===== config.mk =====
export PLATFORM = sky130hd
export DESIGN_NAME = pw_bus_node
export DESIGN_NICKNAME = d
export VERILOG_FILES = /design/src/rtl/pw_bus_pkg.sv /design/src/rtl/pw_rx.sv /design/src/rtl/pw_tx.sv /design/src/rtl/pw_bus_node.sv
export SDC_FILE = /design/constraint.sdc
export NUM_CORES = 1
export LEC_CHECK = 0
export BUFFER_PORTS_ARGS = -buffer_cell sky130_fd_sc_hd__buf_4
export CAP_MARGIN = 25
export CORE_ASPECT_RATIO = 0.8
export CORE_MARGIN = 5
export CORE_UTILIZATION = 53
export CTS_CLUSTER_SIZE = 8
export DETAILED_ROUTE_END_ITERATION = 8
export PLACE_DENSITY = 0.75
export RECOVER_POWER = 50
export SLEW_MARGIN = 10
export SYNTH_ARGS = -nofsm -noshare
export SYNTH_HDL_FRONTEND = slang
export SYNTH_SLANG_ARGS = --single-unit
export TNS_END_PERCENT = 10

===== constraint.sdc =====
create_clock -name clk -period 1.8 [get_ports clk]
set_input_delay 0.09 -clock clk [delete_from_list [all_inputs] [get_ports clk]]
set_output_delay 0.09 -clock clk [all_outputs]
set_load 0.05 [all_outputs]

===== src/rtl/pw_bus_pkg.sv =====
package pw_bus_pkg;
  typedef enum logic [1:0] {
    TX_IDLE,
    TX_WAIT,
    TX_PULSE,
    TX_SETTLE
  } tx_state_e;
endpackage


===== src/rtl/pw_rx.sv =====
module pw_rx #(
  parameter int SYM_T  = 8,
  parameter int DATA_W = 8
) (
  input  logic              clk,
  input  logic              rst,
  input  logic              line_a_i,
  input  logic              line_b_i,
  input  logic              clr_err_i,
  output logic              bus_data_o,
  output logic [DATA_W-1:0] rx_data_o,
  output logic              rx_valid_o,
  output logic              err_o
);
  localparam int PMAX_I  = 4 * SYM_T;
  localparam int PW      = $clog2(PMAX_I + 1);
  localparam int BW      = $clog2(DATA_W + 1);
  localparam logic [PW-1:0] PMAX      = PW'(PMAX_I);
  localparam logic [PW-1:0] THRESH    = PW'(SYM_T + SYM_T / 2);
  localparam logic [PW-1:0] IDLE_LAST = PW'(4 * SYM_T - 1);
  localparam logic [BW-1:0] BIT_LAST  = BW'(DATA_W - 1);

  logic              samp_err;
  logic [PW-1:0]     pcnt;
  logic [PW-1:0]     idle_cnt;
  logic [BW-1:0]     bit_cnt;
  logic [DATA_W-1:0] shr;
  logic              bit_val;
  logic [DATA_W-1:0] next_shr;

  assign bit_val  = (pcnt >= THRESH);
  assign next_shr = {shr[DATA_W-2:0], bit_val};

  always_ff @(posedge clk) begin
    if (rst) begin
      bus_data_o <= 1'b0;
      samp_err   <= 1'b0;
      pcnt       <= '0;
      idle_cnt   <= '0;
      bit_cnt    <= '0;
      shr        <= '0;
      rx_data_o  <= '0;
      rx_valid_o <= 1'b0;
      err_o      <= 1'b0;
    end else begin
      bus_data_o <= line_a_i & ~line_b_i;
      samp_err   <= ~line_a_i & ~line_b_i;
      rx_valid_o <= 1'b0;
      if (clr_err_i) err_o <= 1'b0;
      if (samp_err) begin
        // illegal state: flag it and drop any partial byte
        err_o    <= 1'b1;
        bit_cnt  <= '0;
        pcnt     <= '0;
        idle_cnt <= '0;
      end else if (bus_data_o) begin
        if (pcnt != PMAX) pcnt <= pcnt + 1'b1;
        idle_cnt <= '0;
      end else begin
        if (idle_cnt == IDLE_LAST) bit_cnt <= '0;
        else idle_cnt <= idle_cnt + 1'b1;
        if (pcnt != '0) begin
          shr  <= next_shr;
          pcnt <= '0;
          if (bit_cnt == BIT_LAST) begin
            rx_data_o  <= next_shr;
            rx_valid_o <= 1'b1;
            bit_cnt    <= '0;
          end else begin
            bit_cnt <= bit_cnt + 1'b1;
          end
        end
      end
    end
  end

  // a byte strobe lasts a single cycle
  a_r4_valid_one_cycle: assert property (@(posedge clk) disable iff (rst)
    rx_valid_o |=> !rx_valid_o);
endmodule


===== src/rtl/pw_tx.sv =====
module pw_tx
  import pw_bus_pkg::*;
#(
  parameter int SYM_T  = 8,
  parameter int DATA_W = 8
) (
  input  logic              clk,
  input  logic              rst,
  input  logic              start_i,
  input  logic [DATA_W-1:0] data_i,
  input  logic              bus_data_i,
  output logic              drive_o,
  output logic              busy_o,
  output logic              lost_o
);
  localparam int LONG_T = 2 * SYM_T;
  localparam int CW     = $clog2(LONG_T + 1);
  localparam int IW     = (DATA_W > 2) ? $clog2(DATA_W) : 1;
  localparam logic [CW-1:0] SHORT_LAST = CW'(SYM_T - 1);
  localparam logic [CW-1:0] LONG_LAST  = CW'(LONG_T - 1);
  localparam logic [CW-1:0] GAP_LAST   = CW'(SYM_T - 1);

  tx_state_e         state;
  logic [CW-1:0]     cnt;
  logic [DATA_W-1:0] shr;
  logic [IW-1:0]     idx;
  logic              last;
  logic              chk;
  logic [CW-1:0]     plen_last;

  assign plen_last = shr[DATA_W-1] ? LONG_LAST : SHORT_LAST;

  always_ff @(posedge clk) begin
    if (rst) begin
      state   <= TX_IDLE;
      cnt     <= '0;
      shr     <= '0;
      idx     <= '0;
      last    <= 1'b0;
      chk     <= 1'b0;
      drive_o <= 1'b0;
      busy_o  <= 1'b0;
      lost_o  <= 1'b0;
    end else begin
      case (state)
        TX_IDLE: begin
          if (start_i) begin
            shr    <= data_i;
            idx    <= IW'(DATA_W - 1);
            last   <= 1'b0;
            cnt    <= '0;
            chk    <= 1'b0;
            lost_o <= 1'b0;
            busy_o <= 1'b1;
            state  <= TX_WAIT;
          end
        end
        TX_WAIT: begin
          chk <= 1'b0;
          if (bus_data_i) begin
            // still active right after own release: a longer pulse wins
            if (chk) begin
              lost_o <= 1'b1;
              busy_o <= 1'b0;
              state  <= TX_IDLE;
            end
            cnt <= '0;
          end else if (cnt == GAP_LAST) begin
            cnt <= '0;
            if (last) begin
              busy_o <= 1'b0;
              state  <= TX_IDLE;
            end else begin
              drive_o <= 1'b1;
              state   <= TX_PULSE;
            end
          end else begin
            cnt <= cnt + 1'b1;
          end
        end
        TX_PULSE: begin
          if (cnt == plen_last) begin
            drive_o <= 1'b0;
            cnt     <= '0;
            shr     <= {shr[DATA_W-2:0], 1'b0};
            if (idx == '0) last <= 1'b1;
            else idx <= idx - 1'b1;
            state <= TX_SETTLE;
          end else begin
            cnt <= cnt + 1'b1;
          end
        end
        TX_SETTLE: begin
          chk   <= 1'b1;
          state <= TX_WAIT;
        end
        default: state <= TX_IDLE;
      endcase
    end
  end

  // checker: length of the current drive run
  logic [CW:0] run_len;
  always_ff @(posedge clk) begin
    if (rst) run_len <= '0;
    else if (drive_o) run_len <= run_len + 1'b1;
    else run_len <= '0;
  end

  // no pulse longer than the long symbol
  a_r2_pulse_bounded: assert property (@(posedge clk) disable iff (rst)
    run_len <= (CW + 1)'(LONG_T));
  // a node that lost stays off the bus
  a_r5_lost_quiet: assert property (@(posedge clk) disable iff (rst)
    lost_o |=> !drive_o);
  // driving only happens inside a transmission
  a_r11_drive_within_busy: assert property (@(posedge clk) disable iff (rst)
    drive_o |-> busy_o);
endmodule


===== src/rtl/pw_bus_node.sv =====
module pw_bus_node #(
  parameter int SYM_T  = 8,
  parameter int DATA_W = 8
) (
  input  logic              clk,
  input  logic              rst,
  input  logic              tx_start,
  input  logic [DATA_W-1:0] tx_byte,
  output logic              tx_busy,
  input  logic              line_a_i,
  input  logic              line_b_i,
  output logic              drive_o,
  output logic [DATA_W-1:0] rx_byte,
  output logic              rx_valid,
  output logic              lost_arb,
  output logic              bus_err
);
  logic bus_data;
  logic accept;

  assign accept = tx_start & ~tx_busy;

  pw_rx #(.SYM_T(SYM_T), .DATA_W(DATA_W)) rx_i (
    .clk        (clk),
    .rst        (rst),
    .line_a_i   (line_a_i),
    .line_b_i   (line_b_i),
    .clr_err_i  (accept),
    .bus_data_o (bus_data),
    .rx_data_o  (rx_byte),
    .rx_valid_o (rx_valid),
    .err_o      (bus_err)
  );

  pw_tx #(.SYM_T(SYM_T), .DATA_W(DATA_W)) tx_i (
    .clk        (clk),
    .rst        (rst),
    .start_i    (tx_start),
    .data_i     (tx_byte),
    .bus_data_i (bus_data),
    .drive_o    (drive_o),
    .busy_o     (tx_busy),
    .lost_o     (lost_arb)
  );

  // an accepted start leaves the arbitration flag clear
  a_r10_start_clears_lost: assert property (@(posedge clk) disable iff (rst)
    accept |=> !lost_arb);
endmodule


Yosys cells after proc, flatten, opt, wreduce, memory -nomap -nowiden --
Cells that the tools add are included.
Word-level totals: bits in registers 58, latch bits 0, bits in writable memories 0, memory bits (read-only) 0, input port bits 13, output and inout bits 13, word-level logic and storage cells 129, memories 0
Cells by class: add/subtract/negate cells 5, multipliers 0, div/mod/pow operators 0, $lt $le $gt $ge 1, eq/ne operators 21, shift operators 0, muxes and demuxes 48, bitwise operators 9, reduce and logical (&&, ||, !) cells 27
Operators by type and width (count):
- 5-bit two-way mux | 4
- 4-bit AND reduction | 5
- 6-bit two-way mux | 3
- 1-bit two-way mux | 17
- 4-bit two-way mux | 4
- 8-bit two-way mux | 2
- 8-bit case mux with 2 select lines | 1
- 5-bit case mux with 3 select lines | 1
- 6-bit by 1-bit adder with 6-bit output, second input constant | 2
- 2-bit two-way mux | 6
- 2-bit != test, second input constant | 6
- 2-bit nonzero test | 6
- 5-bit AND reduction | 2
- 3-bit two-way mux | 3
- 3-bit by 2-bit != test with 1-bit output, second input constant | 3
- 2-bit by 1-bit != test with 1-bit output, second input constant | 4
- 1-bit case mux with 2 select lines | 4
- 2-bit case mux with 4 select lines | 1
- 2-bit AND reduction | 4
- 6-bit by 5-bit == test with 1-bit output, second input constant | 1
- 6-bit by 4-bit greater-or-equal comparator with 1-bit output, second input constant | 1
- 6-bit != test, second input constant | 1
- 1-bit inverter | 6
- 3-bit case mux with 2 select lines | 1
- 18 further kinds | 23

Logic depth before layout (Yosys ltp) --
Gate-level depths: netlist of the first run.
word-level depth 4, depth in mapped cells 8, mapped depth without buffers 6

By module --
A second synthesis of the first run with hierarchy kept.
Unflattened totals: cells, all modules 303, area, all modules 2767.7 µm²
Modules (own cells, without submodules):
- pw_rx | times used 1, cells an instance 158, area an instance 1486.4 µm², seq. area each 700.7 µm²
- pw_tx | times used 1, cells an instance 144, area an instance 1267.5 µm², seq. area each 460.4 µm²
- pw_bus_node | times used 1, cells an instance 1, area an instance 13.8 µm², seq. area each 0.0 µm²

Least setup slack after synthesis of the first run --
OpenSTA, ideal clock, no wires.
path type reg2reg, start register rx_i.pcnt[0], end register rx_i.rx_data_o[1], library setup time 0.128 ns, arrival 1.679 ns, required time 1.672 ns, path slack -0.007 ns, cell stages (with the launch flop) 7, buffers on the path 0, clock period less this slack 1.807 ns, path through dfxtp_1 -> inv_1 -> ha_1 -> nor4b_4 -> a2111oi_4 -> mux2i_1 -> nor2_1
On the way: longest elaborated chain between the ends 2
RTL lines:
- from (decl) | RTL line pw_rx.sv:24 | logic [PW-1:0] pcnt;
- from (signal assigned) | RTL line pw_rx.sv:57 | if (pcnt != PMAX) pcnt <= pcnt + 1'b1;
- 6-bit nonzero test | RTL line pw_rx.sv:62 | if (pcnt != '0) begin
- 4-bit AND reduction (no line)
- to (signal assigned) | RTL line pw_rx.sv:66 | rx_data_o <= next_shr;
- to (decl) | RTL line pw_rx.sv:11 | output logic [DATA_W-1:0] rx_data_o,
No other way between the ends. A chain may end at the register's enable or synchronous reset.

Worst setup path in the final report of the first run --
start register tx_i.state[0], end register tx_i.shr[5]
On the way: longest elaborated chain between the ends 3, elaborated cells between the ends (all ways) 7, those cells by class eq/ne (3); mux (1); reduce/logical (3)
RTL lines:
- from (decl) | RTL line pw_tx.sv:23 | tx_state_e state;
- from (signal assigned) | RTL line pw_tx.sv:35 | state <= TX_IDLE;
- from (signal assigned) | RTL line pw_tx.sv:55 | state <= TX_WAIT;
- from (signal assigned) | RTL line pw_tx.sv:65 | state <= TX_IDLE;
- 2-bit == test or 2-bit zero test (tied branches) | RTL line pw_tx.sv:45 | case (state)
- 2-bit by 1-bit != test with 1-bit output (no line) (tied with other cells)
- 3-bit AND reduction (no line)
- to (signal assigned) | RTL line pw_tx.sv:48 | shr <= data_i;
- to (signal assigned) | RTL line pw_tx.sv:85 | shr <= {shr[DATA_W-2:0], 1'b0};
- to (decl) | RTL line pw_tx.sv:25 | logic [DATA_W-1:0] shr;
Several ways; a longest one is shown, not always the timed one.

==> results of run 1 <==
report_power, final:
group	internal (W)	total (W)	switching [W]
sequential	0.00142	0.00152	0.0000962
combinational	0.000543	0.00134	0.000801
clock	0.000790	0.00137	0.000577
kinds of logic (layout without fill, tap and decap cells):
family	count (synthesis)	count (layout)	synth area share, %
AND/OR/NAND/NOR	116	116	21.3
AO/OA/AOI/OAI	83	83	19.3
flip-flops	58	58	40.8
buffers and inverters	29	83	3.96
multiplexers	16	16	5.98
adder cells (fa/ha/maj)	14	14	6.16
XOR/XNOR	8	8	2.46
layout by cell type, fill, tap and decap left out, types with 3 or more instances in the layout:
master	n
a21oi_1	26
nand3b_1	4
inv_1	10
nor3_1	13
dfxtp_1	54
a31oi_1	11
nor4_1	4
nand3_1	12
nand2_1	20
mux2i_1	8
xnor2_1	3
buf_4	35
xor2_1	5
o21ai_0	13
clkbuf_8	9
ha_1	10
dfxtp_2	4
a21oi_2	3
ha_2	3
mux2_2	8
a211oi_1	7
clkbuf_1	13
nand2b_1	6
nor2_1	28
o31ai_1	3
or2_2	3
dlygate4sd3_1	3
critical path: stages (launching register included):
cell and delay [ns]:
dfxtp_1 0.32, inv_1 0.14, ha_2 0.32, buf_4 0.21, mux2_2 0.35, nor4_1 0.22, nor3_1 0.09
per-layer routing:
layer | global-route usage [%] | up-vias | part of all wire [%]
li1 | - | 1279 | -
met1 | 28.7 | 1245 | 48
met2 | 29.3 | 81 | 44
met3 | 7.11 | 7 | 7.0
met4 | 4.61 | 0 | 0.84
met5 | 0 | - | 0
registers in the layout, indices dropped and copies added (netlist names):
register,flops
rx_i.rx_data_o,8
tx_i.shr,8
rx_i.shr,7
rx_i.idle_cnt,6
rx_i.pcnt,6
tx_i.cnt,5
rx_i.bit_cnt,4
tx_i.idx,3
tx_i.state,2
rx_i.bus_data_o,1
rx_i.err_o,1
rx_i.rx_valid_o,1
rx_i.samp_err,1
tx_i.busy_o,1
tx_i.chk,1
tx_i.drive_o,1
tx_i.last,1
tx_i.lost_o,1
repair_timing:
item / in CTS / in global routing
hold endpoints to repair: 3 / 0
setup endpoints to repair: 4 / 21
buffers inserted: 0 / 4
cloned: 0 / 1
resized for setup: 4 / 24
hold buffers: 3 / 0
pin swaps: 0 / 5
final timing paths:
| check | to | slack, ns | cells after the start |
|---|---|---|---|
| setup reg to reg | tx_i.shr[5] | 0.03 | 6 |
| setup / recovery | tx_i.shr[5] | 0.03 | 6 |
| hold reg to reg | rx_i.shr[1] | 0.47 | 2 |
| hold / removal | rx_i.bus_data_o | 0.02 | 2 |
cell type report:
class | instances | area (sq um)
Clock buffer | 9 | 124
Clock inverter | 7 | 101
Fill cell | 386 | 1500
Inverter | 12 | 45.0
Multi-Input combinational cell | 237 | 1680
Sequential cell | 58 | 1170
Tap cell | 62 | 77.6
Timing Repair Buffer | 55 | 405
through the flow:
stage | cell area, sq um | utilization, % | setup WS [ns]
2_1_floorplan | 2840 | - | 0.0170
3_3_place_gp | 3220 | 63.2 | 0.0212
3_5_place_dp | 3220 | 63.2 | -0.0569
4_1_cts | 3490 | 68.5 | -0.000224
5_1_grt | 3590 | 70.6 | -0.0398
6_report | 3590 | 70.6 | 0.0254
==> run summary, run 1 <==
Rel. slew slack: 57.9%
Final Setup Violations: 0
post-synth cell types: 51
largest area contributor in the netlist: dfxtp_1
Port-buffer cells: 25
H-tree Lvls: 3
core area: 0.00509 sq mm
max_cap viols: 0
WL per Instance: 16.0 microns
Synth Flop Type: dfxtp_1
Hold WC Path Type: primary input to flop
Fin Hold WS: 0.0226 ns
P&R area growth vs syn: 26.4%
layout cell share with drive strength beyond 1: 25.1%
RSZ-0062 raised after global routing: true
post-synth net total: 351
WP data required: 2.01 ns
sequential area share after synthesis: 40.8%
total power: 0.00423 W
nets@finish: 400
Crit path arrival time: 1.98 ns
I/O pins: 26
Fmax: 0.564 GHz
status: completed
Max Slew Vio Count: 0
clock insertion delay at the later pin of the skew report: 0.35 ns
CTS Buf Count: 9
largest cells by area after synthesis: dfxtp_1 41%, ha_1 6.2%, a21oi_1 5.1%
CTS clock-pin slew for the worst setup and hold paths: 0.07 ns
CTS Buffer Depth: 2
FF-to-FF Start: tx_i.state[0]
row cnt: 23
async set or reset register ratio after synthesis: 0%
gr ovfl total: 0
Syn Std Cell Area: 0.00284 sq mm
DR vias/cell: 5.94
post-synthesis cell count: 324
yosys warns: 0
placed cells: 416
pwr dens: 1180 mW/mm^2
clock period minus worst slack: 1.77 ns
Remaining DRCs: 0
GPL Wtd Cong: 0.889
die height: 75.5 microns
Crit Path Category: flop to flop
initial core utilization: 55.8%
Die Area: 0.00694 sq mm
Synth top cells by count: 58 x dfxtp_1, 29 x a21oi_1, 29 x nor2_1
first-pass GRT wire length: 11000 microns
vias in the first global route: 2321
crit end category: flop
setup TNS: 0 ns
root buffer cell: clkbuf_8
via count: 2612
Worst Hold Launch: line_a_i
iteration-0 DRC count of the detailed router: 201
Die Span X: 91.9 microns
clock skew: 0.00954 ns
Finished Layout Cells: 440
Fin. Hold Viols: 0
crit path max fanout: 8
most common cell in the netlist: dfxtp_1
clk sink count: 58
# diodes: 0
routed wire length: 7020 microns
maximum vdd drop: 0.000768 V
initial antenna violation count: 0
Post-Syn Area per Cell: 8.78 sq um
Yosys top cell area share: 40.8%
CP Launch Type: flop
Detailed Place HPWL: 4620 microns
Yosys reg bits: 58
CTS tree: built
pin count of the biggest net entering global routing: 43
Crit. Startpoint: tx_i.state[0]
Total Routing Usage GR: 20.1%
leakage: 1.36 nW
Post-synth EDFFs: 0
Tcrit/Tclk final: 98.6%
Post-DRT Antenna Nets: 0
worst slew pin tran: 0.633 ns
drt first pass iters: 4
No activity file was read; power rests on OpenSTA's default activity.
==> run 2: changes to the inputs <==
--- a/config.mk
+++ b/config.mk
@@ -9,13 +9,15 @@
 export CAP_MARGIN = 25
 export CORE_ASPECT_RATIO = 0.8
 export CORE_MARGIN = 5
-export CORE_UTILIZATION = 53
+export CORE_UTILIZATION = 55
+export CTS_BUF_LIST = sky130_fd_sc_hd__clkbuf_4 sky130_fd_sc_hd__clkbuf_8
 export CTS_CLUSTER_SIZE = 8
 export DETAILED_ROUTE_END_ITERATION = 8
-export PLACE_DENSITY = 0.75
+export PLACE_DENSITY = 0.78
 export RECOVER_POWER = 50
 export SLEW_MARGIN = 10
 export SYNTH_ARGS = -nofsm -noshare
 export SYNTH_HDL_FRONTEND = slang
+export SYNTH_HIERARCHICAL = 1
 export SYNTH_SLANG_ARGS = --single-unit
 export TNS_END_PERCENT = 10
==> run summary, run 2 <==
Core Util, Final: 66.7% (-3.8 points)
setup TNS: 0 ns (unchanged)
Crit Path Category: flop to flop
cell internal pwr: 0.00264 W (-4.3%)
crit end category: flop
Tcrit/Tclk final: 99.5% (+0.91 points)
CP Launch Type: flop
sequential area share after synthesis: 42.0% (+1.1 points)
Fin. Hold Viols: 0 (unchanged)
Detailed Place HPWL: 3900 microns (-16%)
GPL Wtd Cong: 0.913 (+2.7%)
max_cap viols: 0 (unchanged)
clock skew: 0.0108 ns (+0.00122 ns)
DR vias/cell: 5.63 (-5.2%)
CP cell instances: ha_1 -> nand2_1 -> o31a_1 -> nor3_1 -> mux2_2
I/O pins: 26 (unchanged)
worst reg-to-reg setup slack: 0.009 ns (-0.02 ns)
maximum vdd drop: 0.000967 V (+26%)
FF-to-FF Start: tx_i/cnt[1]
Final Instance Area: 0.00330 sq mm (-8.1%)
Yosys reg bits: 58 (unchanged)
largest cells by area after synthesis: dfxtp_1 42%, ha_1 5.9%, mux2i_1 5.4%
P&R area growth vs syn: 19.3%
vias in the first global route: 2142 (-7.7%)
clock period minus worst slack: 1.79 ns (+0.0164 ns)
core area: 0.00495 sq mm (-2.8%)
Max Slew Vio Count: 0 (unchanged)
routed wire length: 5640 microns (-20%)
clk sink count: 58 (unchanged)
clock insertion delay at the later pin of the skew report: 0.34 ns (about the same)
Port-buffer cells: 25 (unchanged)
post-synth cell types: 55 (+7.8%)
nets@finish: 368 (-8.0%)
Die Span X: 89.3 microns (-2.8%)
async set or reset register ratio after synthesis: 0% (unchanged)
Placed Area: 0.00305 sq mm (-5.2%)
most frequent cells in the layout: 57 x dfxtp_1, 28 x nor2_1, 23 x buf_4, 23 x a21oi_1, 21 x nand2_1
Rel. slew slack: 59.1% (+1.2 points)
post-synthesis cell count: 303 (-6.5%)
crit path max fanout: 5 (-3)
row cnt: 23 (unchanged)
Top Registers: rx_i/rx_data_o: 8 flops, tx_i/shr: 8 flops, rx_i/shr: 7 flops
Logic pwr share: 22.9% (-8.9 points)
Synth Flop Type: dfxtp_1
CTS clock-pin slew for the worst setup and hold paths: 0.07 ns (about the same)
status: completed
Finished Layout Cells: 409 (-7.0%)
WP data required: 2.04 ns (+0.03 ns)
most common cell in the netlist: dfxtp_1
Crit path arrival time: 2.03 ns (+0.05 ns)
R2R Path End: tx_i/state[0]
Sw Ratio: 29.0% (-5.8 points)
worst hold path depth: 3 (+1)
Critical Path End: tx_i/state[0]
Fmax: 0.558 GHz (-0.92%)
pwr dens: 1130 mW/mm^2 (-4.4%)
Post-DRT Antenna Nets: 0 (unchanged)
Remaining DRCs: 0 (unchanged)
Post-synth EDFFs: 0 (unchanged)
post-CTS setup buffer count: 0 (unchanged)
initial core utilization: 55.9% (+0.081 points)
Switch Pwr: 0.00108 W (-27%)
Seq pwr share: 39.6% (+3.7 points)
CTS Buffer Depth: 2 (unchanged)
gr ovfl total: 0 (unchanged)
via count: 2301 (-12%)
Yosys top cell area share: 42.0% (+1.1 points)
RSZ-0062 raised after global routing: true
CTS tree: built
Total Routing Usage GR: 19.2% (-0.91 points)
Die Area: 0.00656 sq mm (-5.5%)
Final Setup Violations: 0 (unchanged)
Post-Syn Area per Cell: 9.13 sq um (+4.1%)
leakage: 1.27 nW (-6.3%)
layout cell share with drive strength beyond 1: 16.4% (-8.7 points)
Slowest Stage Delay on Critical Path: 0.37 ns (+0.02 ns)
iteration-0 DRC count of the detailed router: 157 (-22%)
first-pass GRT wire length: 9690 microns (-12%)
WL per Instance: 13.8 microns (-14%)
Syn Std Cell Area: 0.00277 sq mm (-2.7%)
drt first pass iters: 4 (unchanged)
largest area contributor in the netlist: dfxtp_1
clock share of power: 37.5% (+5.2 points)
Worst path slowest cell: mux2_2
pin count of the biggest net entering global routing: 46 (+7.0%)
root buffer cell: clkbuf_8
Fin Hold WS: 0.0967 ns (+0.0741 ns)
# diodes: 0 (unchanged)
CTS Buf Count: 9 (unchanged)
Hold WC Path Type: primary input to flop
Crit. Startpoint: tx_i/cnt[1]
yosys warns: 6 (+6)
Worst Reg-to-Reg Cells: 5 (-1)
H-tree Lvls: 3 (unchanged)
placed cells: 389 (-6.5%)
Filler Cell Count: 413 (+7.0%)
most common cell after layout, fill and taps aside: dfxtp_1
post-synth net total: 329 (-6.3%)
initial antenna violation count: 0 (unchanged)
die height: 73.5 microns (-2.7%)
worst slew pin tran: 0.616 ns (-0.0180 ns)
Synth top cells by count: 58 x dfxtp_1, 29 x nor2_1, 23 x a21oi_1
==> run 2: layout make-up <==
| type | count | area (sq um) | area share (%) |
|---|---|---|---|
| Sequential cell | 58 | 1160 | 35.2 |
| Tap cell | 62 | 77.6 | 2.35 |
| Clock buffer | 12 | 165 | 5.00 |
| Timing Repair Buffer | 43 | 277 | 8.37 |
| Inverter | 11 | 41.3 | 1.25 |
| Clock inverter | 4 | 72.6 | 2.20 |
| Multi-Input combinational cell | 219 | 1510 | 45.6 |
==> run 2: worst min-delay path by stage <==
stage                          start         endpoint
after global routing      tx_byte[5]      tx_i/shr[5]
after global placement      line_a_i    rx_i/samp_err
after CTS                 tx_byte[6]      tx_i/shr[6]
final                     tx_byte[6]      tx_i/shr[6]
after floorplan             line_b_i  rx_i/bus_data_o
after detailed placement    line_a_i    rx_i/samp_err
==> run 2: power groups by stage <==
stage	combinational, W	clock, W	sequential (W)
floorplan	0.000543	0	0.00154
global placement	0.000790	0	0.00150
detailed placement	0.000812	0	0.00150
CTS	0.000835	0.00143	0.00147
global route	0.000938	0.00150	0.00149
finish	0.000852	0.00139	0.00147
==> run 2: stage by stage <==
stage	power, W	setup slack (ns)
detailed placement	0.00231	0.0196
global placement	0.00229	0.0756
floorplan	0.00208	0.108
CTS	0.00374	0.00699
global route	0.00392	-0.0626
finish	0.00372	0.00905
==> run 2: cell families (layout without fill, tap and decap cells) <==
| family | Yosys count | after routing | share of synthesized area [%] |
|---|---|---|---|
| simple gates | 100 | 100 | 19.3 |
| compound gates | 78 | 78 | 18.6 |
| flops | 58 | 58 | 42.0 |
| buf+inv | 26 | 70 | 4.61 |
| mux | 17 | 17 | 6.24 |
| fa+ha+maj | 13 | 13 | 5.88 |
| xor+xnor | 11 | 11 | 3.48 |
==> run 2: repair_timing <==
item / in CTS / in global routing
hold endpoints to repair: 3 / 0
gates resized for setup: 3 / 6
pin swaps: 0 / 0
endpoints found under the setup margin: 11 / 22
hold buffers: 4 / 0
gates cloned: 0 / 0
==> run 2: layer usage <==
layer	global-route usage, %	part of all wire, %
met5	0	0
met4	6.61	1.5
met3	8.30	6.2
met2	28.2	45
met1	25.2	48
==> run 2: critical path, delay by kind of cell (launching register included) <==
kind / cells / cell delay (ns)
multiplexers: 1 / 0.37
flip-flops: 1 / 0.35
AO/OA/AOI/OAI: 1 / 0.31
adder cells (fa/ha/maj): 1 / 0.18
AND/OR/NAND/NOR: 2 / 0.47
==> run 3: changes to the inputs <==
--- a/config.mk
+++ b/config.mk
@@ -15,6 +15,7 @@
 export DETAILED_ROUTE_END_ITERATION = 8
 export PLACE_DENSITY = 0.78
 export RECOVER_POWER = 50
+export REMOVE_ABC_BUFFERS = 1
 export SLEW_MARGIN = 10
 export SYNTH_ARGS = -nofsm -noshare
 export SYNTH_HDL_FRONTEND = slang
==> run summary, run 3 (synthesized netlist as in run 2, its figures left out) <==
# diodes: 0 (unchanged)
initial antenna violation count: 0 (unchanged)
core area: 0.00495 sq mm (unchanged)
Port-buffer cells: 25 (unchanged)
most frequent cells in the layout: 56 x dfxtp_1, 30 x buf_4, 29 x nor2_1
crit path max fanout: 4 (-1)
Crit path arrival time: 2.03 ns (about the same)
row cnt: 23 (unchanged)
Die Span X: 89.3 microns (unchanged)
FF-to-FF Start: tx_i/state[1]
Final Setup Violations: 0 (unchanged)
worst reg-to-reg setup slack: 0.006 ns (about the same)
Total Routing Usage GR: 19.6% (+0.43 points)
post-CTS setup buffer count: 0 (unchanged)
CTS Buffer Depth: 2 (unchanged)
Post-DRT Antenna Nets: 0 (unchanged)
worst slew pin tran: 0.621 ns (+0.00574 ns)
Tcrit/Tclk final: 99.6% (+0.15 points)
Top Registers: rx_i/rx_data_o: 8 flops, tx_i/shr: 8 flops, rx_i/shr: 7 flops
Placed Area: 0.00310 sq mm (+1.7%)
placed cells: 396 (+1.8%)
leakage: 1.28 nW (+0.67%)
via count: 2334 (+1.4%)
Max Slew Vio Count: 0 (unchanged)
vias in the first global route: 2176 (+1.6%)
crit end category: flop
Fmax: 0.558 GHz (-0.15%)
R2R Path End: tx_i/state[1]
clock period minus worst slack: 1.79 ns (+0.00269 ns)
maximum vdd drop: 0.000641 V (-34%)
Hold WC Path Type: primary input to flop
pin count of the biggest net entering global routing: 27 (-41%)
setup ws final: 0.00635 ns (-0.00269 ns)
Detailed Place HPWL: 4120 microns (+5.5%)
iteration-0 DRC count of the detailed router: 147 (-6.4%)
Finished Layout Cells: 414 (+1.2%)
worst hold path depth: 3 (unchanged)
DR vias/cell: 5.64 (+0.21%)
routed wire length: 5790 microns (+2.6%)
H-tree Lvls: 3 (unchanged)
drt first pass iters: 4 (unchanged)
max_cap viols: 0 (unchanged)
CP Launch Type: flop
WP data required: 2.04 ns (about the same)
status: completed
Min-Delay Endpoint: tx_i/shr[1]
pwr dens: 1020 mW/mm^2 (-9.0%)
I/O pins: 26 (unchanged)
initial core utilization: 55.9% (unchanged)
CTS tree: built
Die Area: 0.00656 sq mm (unchanged)
clock insertion delay at the later pin of the skew report: 0.33 ns (about the same)
layout cell share with drive strength beyond 1: 18.8% (+2.3 points)
Remaining DRCs: 0 (unchanged)
clk sink count: 58 (unchanged)
pre-CTS WS: -0.0150 ns (-0.0347 ns)
P&R area growth vs syn: 19.3% (about the same)
gr ovfl total: 0 (unchanged)
total power: 0.00338 W (-9.0%)
Worst Hold Launch: tx_byte[1]
Rel. slew slack: 58.8% (-0.38 points)
Crit Path Category: flop to flop
WL per Instance: 14.0 microns (+1.3%)
Final Instance Area: 0.00330 sq mm (about the same)
Fin. Hold Viols: 0 (unchanged)
CTS Buf Count: 9 (unchanged)
nets@finish: 375 (+1.9%)
CTS clock-pin slew for the worst setup and hold paths: 0.06 ns (about the same)
most common cell after layout, fill and taps aside: dfxtp_1
die height: 73.5 microns (unchanged)
GPL Wtd Cong: 0.890 (-2.5%)
clock skew: 0.00572 ns (-0.00503 ns)
RSZ-0062 raised after global routing: true
first-pass GRT wire length: 9820 microns (+1.4%)
Filler Cell Count: 420 (+1.7%)
root buffer cell: clkbuf_8
Worst Reg-to-Reg Cells: 6 (+1)
Fin Hold WS: 0.106 ns (+0.00888 ns)
run 3: cell types whose count changed in the layout (fill, tap and decap cells not counted), sizes merged:
cell / before / now
clkinvlp: 1 / 0
clkbuf: 28 / 30
clkinv: 1 / 0
buf: 23 / 30
bufinv: 2 / 0
run 3: through the flow:
step	TNS, ns	utilization (%)
2_1_floorplan	-1.71	-
3_3_place_gp	0	62.7
3_5_place_dp	-0.0173	62.7
4_1_cts	0	67.1
5_1_grt	-0.0922	66.7
6_report	0	66.7
run 3: timing repair:
| item | in CTS | in global routing |
|---|---|---|
| hold buffers | 4 | 0 |
| pin swaps | 0 | 0 |
| gates resized for setup | 2 | 11 |
| hold endpoints to repair | 3 | 0 |
| endpoints found under the setup margin | 2 | 26 |
run 3: cell type report:
cell class	count	area, sq um	share of cell area, %
Tap cell	62	77.6	2.35
Multi-Input combinational cell	219	1520	46.1
Sequential cell	58	1160	35.2
Inverter	11	41.3	1.25
Timing Repair Buffer	50	329	9.97
Clock buffer	14	168	5.08
run 3: per-layer routing:
metal / up-vias / wire (microns) / global-route usage (%)
li1: 1189 / - / -
met1: 1086 / 2850 / 26.4
met5: - / 0 / 0
met3: 9 / 333 / 8.86
met2: 50 / 2550 / 28.3
met4: 0 / 57 / 5.62
run 3: power by group:
group          internal, W  switching [W]
sequential         0.00140      0.0000821
clock             0.000584       0.000444
combinational     0.000359       0.000514
total              0.00234        0.00104
run 3: how the worst max path moves through the flow:
| stage | startpoint | to | slack (ns) | cells after the start |
|---|---|---|---|---|
| 6_report | tx_i/state[1] | tx_i/state[1] | 0.006 | 6 |
| 3_3_place_gp | tx_i/cnt[1] | tx_i/shr[0] | 0.04 | 6 |
| 5_1_grt | tx_i/state[1] | tx_i/state[1] | -0.05 | 6 |
| 4_1_cts | tx_i/cnt[1] | tx_i/shr[0] | 0.006 | 6 |
| 3_5_place_dp | tx_i/state[0] | tx_i/state[0] | -0.02 | 6 |
| 2_1_floorplan | tx_i/cnt[0] | tx_i/shr[0] | -0.19 | 5 |
run 3: critical path, cell delays in order (launching register included):
cell,delay [ns]
dfxtp_2,0.34
inv_1,0.12
ha_1,0.20
nor3b_1,0.42
o211ai_1,0.12
or4_1,0.42
o31ai_1,0.08
